<file path="src/rtl/cbr_pkg.sv">
package cbr_pkg;
  typedef enum logic [1:0] {
    RT_PROM  = 2'd0,
    RT_LOCAL = 2'd1,
    RT_DDC   = 2'd2
  } route_e;

  localparam logic [1:0] SEL_PROM = 2'b01;
  localparam logic [1:0] SEL_DDC  = 2'b10;
endpackage

</file>
<file path="src/rtl/cbr_sync.sv">
module cbr_sync #(
  parameter int unsigned      STAGES  = 2,
  parameter int unsigned      W       = 2,
  parameter logic [W-1:0]     RST_VAL = '1
) (
  input  logic         clk_i,
  input  logic         rst_ni,
  input  logic [W-1:0] d_i,
  output logic [W-1:0] q_o
);
  logic [STAGES-1:0][W-1:0] stg_q;

  generate
    if (STAGES == 1) begin : g_single
      always_ff @(posedge clk_i or negedge rst_ni) begin
        if (!rst_ni) stg_q[0] <= RST_VAL;
        else         stg_q[0] <= d_i;
      end
    end else begin : g_chain
      always_ff @(posedge clk_i or negedge rst_ni) begin
        if (!rst_ni) stg_q <= {STAGES{RST_VAL}};
        else         stg_q <= {stg_q[STAGES-2:0], d_i};
      end
    end
  endgenerate

  assign q_o = stg_q[STAGES-1];
endmodule

</file>
<file path="src/rtl/cbr_cond_det.sv">
module cbr_cond_det (
  input  logic clk_i,
  input  logic rst_ni,
  input  logic scl_s_i,
  input  logic sda_s_i,
  output logic start_o,
  output logic stop_o,
  output logic scl_rise_o
);
  logic scl_q, sda_q;

  always_ff @(posedge clk_i or negedge rst_ni) begin
    if (!rst_ni) begin
      scl_q <= 1'b1;
      sda_q <= 1'b1;
    end else begin
      scl_q <= scl_s_i;
      sda_q <= sda_s_i;
    end
  end

  // conditions require SCL high on both samples around the SDA edge
  assign start_o    = scl_q & scl_s_i &  sda_q & ~sda_s_i;
  assign stop_o     = scl_q & scl_s_i & ~sda_q &  sda_s_i;
  assign scl_rise_o = ~scl_q & scl_s_i;
endmodule

</file>
<file path="src/rtl/cbr_addr_cap.sv">
module cbr_addr_cap #(
  parameter int unsigned            ADDR_W  = 7,
  parameter logic [ADDR_W-2:0]      ADDR_HI = 6'b011100
) (
  input  logic clk_i,
  input  logic rst_ni,
  input  logic start_i,
  input  logic stop_i,
  input  logic scl_rise_i,
  input  logic sda_s_i,
  input  logic addr_sel_i,
  output logic hit_o
);
  localparam int unsigned BYTE_BITS = ADDR_W + 1;
  localparam int unsigned CNT_W     = $clog2(BYTE_BITS + 1);
  localparam logic [CNT_W-1:0] ACK_CNT = CNT_W'(BYTE_BITS);
  localparam logic [CNT_W-1:0] RW_CNT  = CNT_W'(ADDR_W);

  logic              armed_q;
  logic [CNT_W-1:0]  cnt_q;
  logic [ADDR_W-1:0] shreg_q;
  logic [ADDR_W-1:0] own_addr;

  assign own_addr = {ADDR_HI, ~addr_sel_i};

  always_ff @(posedge clk_i or negedge rst_ni) begin
    if (!rst_ni) begin
      armed_q <= 1'b0;
      cnt_q   <= '0;
      shreg_q <= '0;
    end else if (start_i) begin
      armed_q <= 1'b1;
      cnt_q   <= '0;
    end else if (stop_i) begin
      armed_q <= 1'b0;
    end else if (scl_rise_i && armed_q) begin
      if (cnt_q == ACK_CNT) begin
        armed_q <= 1'b0;
      end else begin
        // R/W bit is clocked past without being stored
        if (cnt_q < RW_CNT) shreg_q <= {shreg_q[ADDR_W-2:0], sda_s_i};
        cnt_q <= cnt_q + 1'b1;
      end
    end
  end

  assign hit_o = armed_q & scl_rise_i & ~start_i & ~stop_i &
                 (cnt_q == ACK_CNT) & (shreg_q == own_addr);
endmodule

</file>
<file path="src/rtl/cbr_route_fsm.sv">
module cbr_route_fsm
  import cbr_pkg::*;
(
  input  logic       clk_i,
  input  logic       rst_ni,
  input  logic       hit_i,
  input  logic       start_i,
  input  logic       stop_i,
  input  logic       wr_i,
  input  logic [1:0] sel_i,
  output route_e     route_o
);
  route_e route_q, route_d;
  logic   seen_start_q;

  always_comb begin
    route_d = route_q;
    unique case (route_q)
      RT_PROM:  if (hit_i) route_d = RT_LOCAL;
      RT_LOCAL: if (wr_i) begin
        if (sel_i == SEL_PROM)     route_d = RT_PROM;
        else if (sel_i == SEL_DDC) route_d = RT_DDC;
      end
      RT_DDC:   if (stop_i && seen_start_q) route_d = RT_LOCAL;
      default:  route_d = RT_PROM;
    endcase
  end

  always_ff @(posedge clk_i or negedge rst_ni) begin
    if (!rst_ni) begin
      route_q      <= RT_PROM;
      seen_start_q <= 1'b0;
    end else begin
      route_q <= route_d;
      // only STARTs seen since DDC was entered count
      if (route_q != RT_DDC) seen_start_q <= 1'b0;
      else if (start_i)      seen_start_q <= 1'b1;
    end
  end

  assign route_o = route_q;
endmodule

</file>
<file path="src/rtl/ctl_bus_router.sv">
module ctl_bus_router
  import cbr_pkg::*;
#(
  parameter int unsigned       SYNC_STAGES = 2,
  parameter int unsigned       ADDR_W      = 7,
  parameter logic [ADDR_W-2:0] ADDR_HI     = 6'b011100
) (
  input  logic       clk_i,
  input  logic       rst_ni,
  input  logic       scl_i,
  input  logic       sda_i,
  input  logic       addr_sel_i,
  input  logic       route_wr_i,
  input  logic [1:0] route_sel_i,
  output logic       prom_en_o,
  output logic       local_sel_o,
  output logic       ddc_en_o
);
  logic [1:0] bus_s;
  logic       start_det, stop_det, scl_rise;
  logic       addr_hit;
  route_e     route;

  cbr_sync #(.STAGES(SYNC_STAGES), .W(2), .RST_VAL(2'b11)) u_sync (
    .clk_i  (clk_i),
    .rst_ni (rst_ni),
    .d_i    ({scl_i, sda_i}),
    .q_o    (bus_s)
  );

  cbr_cond_det u_cond (
    .clk_i      (clk_i),
    .rst_ni     (rst_ni),
    .scl_s_i    (bus_s[1]),
    .sda_s_i    (bus_s[0]),
    .start_o    (start_det),
    .stop_o     (stop_det),
    .scl_rise_o (scl_rise)
  );

  cbr_addr_cap #(.ADDR_W(ADDR_W), .ADDR_HI(ADDR_HI)) u_addr (
    .clk_i      (clk_i),
    .rst_ni     (rst_ni),
    .start_i    (start_det),
    .stop_i     (stop_det),
    .scl_rise_i (scl_rise),
    .sda_s_i    (bus_s[0]),
    .addr_sel_i (addr_sel_i),
    .hit_o      (addr_hit)
  );

  cbr_route_fsm u_fsm (
    .clk_i   (clk_i),
    .rst_ni  (rst_ni),
    .hit_i   (addr_hit),
    .start_i (start_det),
    .stop_i  (stop_det),
    .wr_i    (route_wr_i),
    .sel_i   (route_sel_i),
    .route_o (route)
  );

  assign prom_en_o   = (route == RT_PROM);
  assign local_sel_o = (route == RT_LOCAL);
  assign ddc_en_o    = (route == RT_DDC);
endmodule

</file>
<file path="config.mk">
export PLATFORM = sky130hd
export DESIGN_NAME = ctl_bus_router
export DESIGN_NICKNAME = d
export VERILOG_FILES = /design/src/rtl/cbr_pkg.sv /design/src/rtl/cbr_sync.sv /design/src/rtl/cbr_cond_det.sv /design/src/rtl/cbr_addr_cap.sv /design/src/rtl/cbr_route_fsm.sv /design/src/rtl/ctl_bus_router.sv
export SDC_FILE = /design/constraint.sdc
export NUM_CORES = 1
export LEC_CHECK = 0
export ABC_CLOCK_PERIOD_IN_PS = 4300
export BUFFER_PORTS_ARGS = -buffer_cell sky130_fd_sc_hd__buf_2
export CAP_MARGIN = 20
export CORE_MARGIN = 2
export CORE_UTILIZATION = 55
export DETAILED_ROUTE_END_ITERATION = 12
export PLACE_DENSITY = 0.81
export SYNTH_ARGS = -nofsm -noshare
export SYNTH_HDL_FRONTEND = slang
export SYNTH_SLANG_ARGS = --single-unit
</file>
<file path="constraint.sdc">
create_clock -name clk_i -period 4.3 [get_ports clk_i]
set_clock_uncertainty 0.1 [all_clocks]
set_input_delay 0.43 -clock clk_i [delete_from_list [all_inputs] [get_ports clk_i]]
set_output_delay 0.43 -clock clk_i [all_outputs]
set_load 0.02 [all_outputs]
</file>
# Word level (Yosys, flattened, before mapping)
# Cells that the tools add are included.
[totals]
reg_bits = 21
input_bits = 8
out_inout_bits = 3
[op_classes]
add_sub_neg = 1
n_lt_le_gt_ge = 1
eq_ne = 13
mux = 16
bitwise = 18
reduce_logical = 11
[ops]
columns = ["cell", "n"]
rows = [
  ["$mux W4", 4],
  ["$and A1 B1 Y1", 11],
  ["$mux W2", 5],
  ["$ne A2 B1 Y1 const B", 4],
  ["$eq A7 B6 Y1", 1],
  ["$not A1 Y1", 7],
  ["$mux W1", 6],
  ["$pmux W2 S3", 1],
  ["$reduce_bool A3 Y1", 2],
  ["$reduce_and A5 Y1", 1],
  ["$add A4 B1 Y4 const B", 1],
  ["$eq A2 B1 Y1 const B", 2],
  ["$eq A2 B2 Y1 const B", 2],
  ["$eq A4 B4 Y1 const B", 1],
  ["$lt A4 B3 Y1 const B", 1],
  ["$ne A2 B2 Y1 const B", 2],
  ["$reduce_and A4 Y1", 1],
  ["$reduce_bool A2 Y1", 2],
  ["$ne A3 B1 Y1 const B", 1],
  ["$reduce_and A3 Y1", 1],
  ["$logic_and A1 B1 Y1", 2],
  ["$logic_not A2 Y1", 1],
  ["$reduce_and A2 Y1", 1],
]

# Logic depth before layout (Yosys ltp)
[logic_depth]
word_depth = 10
depth_mapped = 6
depth_no_buf = 6

# Cells and area by module
# Synthesis repeated with hierarchy kept, for this count alone.
[hier_totals]
cells_unflattened = 80
hier_area_um2 = 1016.0
[by_module_without_submodules]
columns = ["mod", "n_inst", "cells_each", "area_per_inst_um2", "seq_area_each_um2"]
rows = [
  ["cbr_addr_cap", 1, 51, 630.6, 300.3],
  ["cbr_route_fsm", 1, 15, 167.7, 75.1],
  ["cbr_sync", 1, 6, 120.1, 105.1],
  ["cbr_cond_det", 1, 5, 78.8, 52.6],
  ["ctl_bus_router", 1, 3, 18.8, 0.0],
]

# Worst setup path after synthesis
# No wires, ideal clock.
[synth_timing]
path_type = "register to register"
from = "register u_addr.cnt_q[0]"
to = "register u_addr.shreg_q[0]"
setup_ns = 0.125
arrival_time_ns = 1.264
setup_slack_ns = 2.811
stages_incl_launch_ff = 5
path_buffers = 0
period_less_slack_ns = 1.489
cell_sequence = "dfrtp_1 > ha_1 > a21oi_1 > nand2_4 > mux2_4"
[synth_between]
elab_chain_cells = 3
[synth_rtl]
columns = ["element", "line_no", "rtl"]
rows = [
  ["start: declaration", "cbr_addr_cap.sv:20", "logic [CNT_W-1:0] cnt_q;"],
  ["start signal: assignment", "cbr_addr_cap.sv:42", "cnt_q <= cnt_q + 1'b1;"],
  ["branches (longest 2 deep; another with $lt A4 B3 Y1)", "-", ""],
  ["$reduce_and A5 Y1 (no line) *", "-", ""],
  ["end signal: assignment", "cbr_addr_cap.sv:41", "if (cnt_q < RW_CNT) shreg_q <= {shreg_q[ADDR_W-2:0], sda_s_i};"],
  ["end: declaration", "cbr_addr_cap.sv:21", "logic [ADDR_W-1:0] shreg_q;"],
]
# Mark *: on every way between the ends.
# A chain may end at the register's enable or synchronous reset.

# Final worst setup path
[layout_timing]
from = "register u_fsm.route_q[0], in the netlist u_fsm.route_o[0]"
to = "output ddc_en_o"
[layout_between]
elab_chain_cells = 1
[layout_rtl]
columns = ["element", "line_no", "rtl"]
rows = [
  ["start: declaration", "cbr_route_fsm.sv:13", "route_e route_q, route_d;"],
  ["start signal: assignment", "cbr_route_fsm.sv:34", "route_q <= route_d;"],
  ["$eq A2 B2 Y1", "ctl_bus_router.sv:65", "assign ddc_en_o = (route == RT_DDC);"],
  ["end: declaration", "ctl_bus_router.sv:17", "output logic ddc_en_o"],
]
# Every way passes these cells.

==> key figures <==
Drt
  • DR WL/cell: 14.1 um
  • Routed Antenna Nets: 0
  • Via/cell ratio: 5.59
  • Final wirelength: 1480 um
  • Drt initial violations: 4
  • Drt pass-1 iters: 3
  • Via count: ~590
  • Residual DRC: 0

Logic synthesis
  • Seq/Total Area, Yosys: 55.9%
  • Syn Inst Count: 74
  • Post-synth EDFFs: 0
  • Synth Flop Type: dfrtp_1
  • Ys async rst share: 100%
  • Post-Synthesis Cell Area: 953 um2
  • Synth Register Bits: 21
  • Synth cell types: 26
  • Synth Net Count: 84
  • Yosys warns: 0
  • Syn Area/Cell: 12.9 um2

Power and ir drop
  • Pwr dens: 499 mW/mm2
  • Peak supply drop: ~330 uV
  • Static Leak: around 0.00052 uW

Die
  • Die H: 45.6 um
  • Core Area: 0.00167 mm2
  • Initial Util: 57.1%
  • Full die area: 0.00208 mm2
  • Die width: between 40 and 50 um
  • I/O pins: 11
  • Floorplan row count: 15

GRT
  • Largest net degree at the start of global routing: 22
  • Vias in the first global route: ~590
  • GR Overflow Total: 0
  • Met1 Track Usage GR: 24.8%
  • First-pass GRT wire length: between 2000 and 3000 um
  • GRT met2 Usage: 26.8%
  • GR Util met3: 4.76%
  • Antenna violations before repair: 0
  • Total track usage: between 10% and 20%
  • Top Usage Layer GRT: met2

Status
  • Status: complete, no violations

Finish
  • Layout cells sized above 1: about a third
  • Final Instance Area: 0.00105 mm2
  • Antenna Cells: 0
  • FILL cells: 132
  • Syn-to-layout area delta: 10.1%
  • Layout Nets: 99

Placement
  • Final HPWL DP: 1090 um
  • Placed Area: between 0.001 and 0.0015 mm2
  • GP Congestion: 0.803
  • Port buffer count: 10

Clock tree
  • Root Driver: clkbuf_4
  • Post-CTS Setup Inserts: 0
  • Clk slew on worst S/H paths: 0.11 ns
  • Worst-Skew Late Latency: 0.29 ns
  • CTS H-tree depth: 1
  • CTS tree: done
  • Cts repair resizes: 0
  • Sink Count: 21
  • Buffer depth of the longest clock path: 2
  • Cts hold-fix bufs: 1
  • TritonCTS Buffers: 3

Worst hold path
  • Worst hold path startpoint: scl_i
  • WHS Path Cells: 1
  • Worst hold path endpoint: u_sync.stg_q[1]
  • Worst Hold Class: in2reg

Worst setup path
  • CP Capture Type: output pin
  • Worst R2R Setup Slack: 2.66 ns
  • CP Max Fanout: 3
  • Reg2reg end: u_addr.shreg_q[6]
  • Crit path launch type: flip-flop
  • CP arrival: 1.12 ns
  • Crit Path Category: reg2out
  • Register-to-Register Path Depth: 3
  • CP Data Required Time: 3.77 ns
  • Reg-to-Reg Start: u_sync.q_o[1]

Run
  • Max-cap violations: 0

Timing
  • RSZ-0062 raised after global routing: false
  • Sum of negative setup slack: 0 ns
  • Worst slew margin: around 70%
  • Final min period: about 1.7 ns
  • Final Hold Vio Count: 0
  • Final setup vio count: 0
  • Slew @ Worst Pin: 0.450 ns
  • Final period util: 38.4%
  • Pins Over Slew Limit: 0
  • Max frequency: roughly 600 MHz
cells in the final DEF, fill, tap and decap left out, types with 3 or more instances in the layout:
cell type  count
a21oi_1        4
buf_2         10
clkbuf_4       3
dfrtp_1       15
dfstp_2        6
inv_1          5
mux2_4         7
nand4_1        3
nor2_1         7
o21ai_0        4
xor2_1         3
cell type report:
type / count / area (um2) / share of cell area (%)
clock buffer: 4 / 26.3 / 2.50
inverter: 5 / 18.8 / 1.79
timing repair buffer: 11 / 60.1 / 5.72
tap: 17 / 21.3 / 2.03
multi-input combinational: 47 / 390 / 37.2
sequential: 21 / 533 / 50.8
how the worst max path moves through the flow:
stage | from | to | slack (ns)
2_1_floorplan | u_addr.cnt_q[0] | u_addr.shreg_q[0] | 2.81
3_3_place_gp | u_sync.q_o[1] | u_addr.shreg_q[6] | 2.70
3_5_place_dp | u_sync.q_o[1] | u_addr.shreg_q[5] | 2.67
4_1_cts | u_fsm.route_o[0] | ddc_en_o | 2.64
5_1_grt | u_sync.q_o[1] | u_addr.shreg_q[3] | 2.57
6_report | u_fsm.route_o[0] | ddc_en_o | 2.65
metal layers:
layer | share of wire (%) | up-vias
li1 | - | 284
met1 | 50 | 292
met4 | 1.7 | 0
met3 | 2.8 | 2
met5 | 0 | -
met2 | 45 | 9
cell usage after synthesis, types with 2 or more instances:
cell type | n | area [um2]
and3b_1 | 2 | 17.5
xor2_1 | 3 | 26.3
a21oi_1 | 4 | 20.0
dfrtp_1 | 15 | 375
inv_1 | 5 | 18.8
ha_1 | 2 | 25.0
mux2_4 | 7 | 105
dfstp_2 | 6 | 158
nand2b_1 | 2 | 12.5
nand4_1 | 3 | 18.8
o21ai_0 | 4 | 20.0
nor2_1 | 7 | 26.3
flip-flops by register name, indices dropped and copies added (netlist names), 2 cells and up:
signal	cells
u_addr.shreg_q	7
u_addr.cnt_q	4
u_fsm.route_o	2
u_sync.q_o	2
u_sync.stg_q	2
where the power goes:
group	internal (uW)	switching [uW]	total [uW]
sequential	251	47.5	298
clock	36.0	55.0	91.0
combinational	82.8	51.0	134
worst max-delay path, stage by stage (launching register included):
cell and delay (ns):
dfrtp_1 0.42, nand2b_1 0.18, inv_1 0.08, buf_2 0.16
stage by stage:
step	worst slack, ns	util, %	cells	hold WS, ns	power [uW]
floorplan	2.81	-	74	0.0344	401
detailed placement	2.67	60.7	100	0.247	435
global placement	2.70	60.7	100	0.246	428
global route	2.57	62.8	105	0.0962	558
finish	2.65	62.8	105	0.121	523
CTS	2.64	62.8	105	0.119	526
logic make-up (layout without fill, tap and decap cells):
kind of cell	after synthesis	count (layout)	share of synthesized area (%)
fa+ha+maj	2	2	2.62
mux	8	8	12.1
xor+xnor	4	4	3.68
compound gates	11	11	7.35
buf+inv	6	20	3.15
simple gates	22	22	15.2
flops	21	21	55.9
No activity file was read; power rests on OpenSTA's default activity.
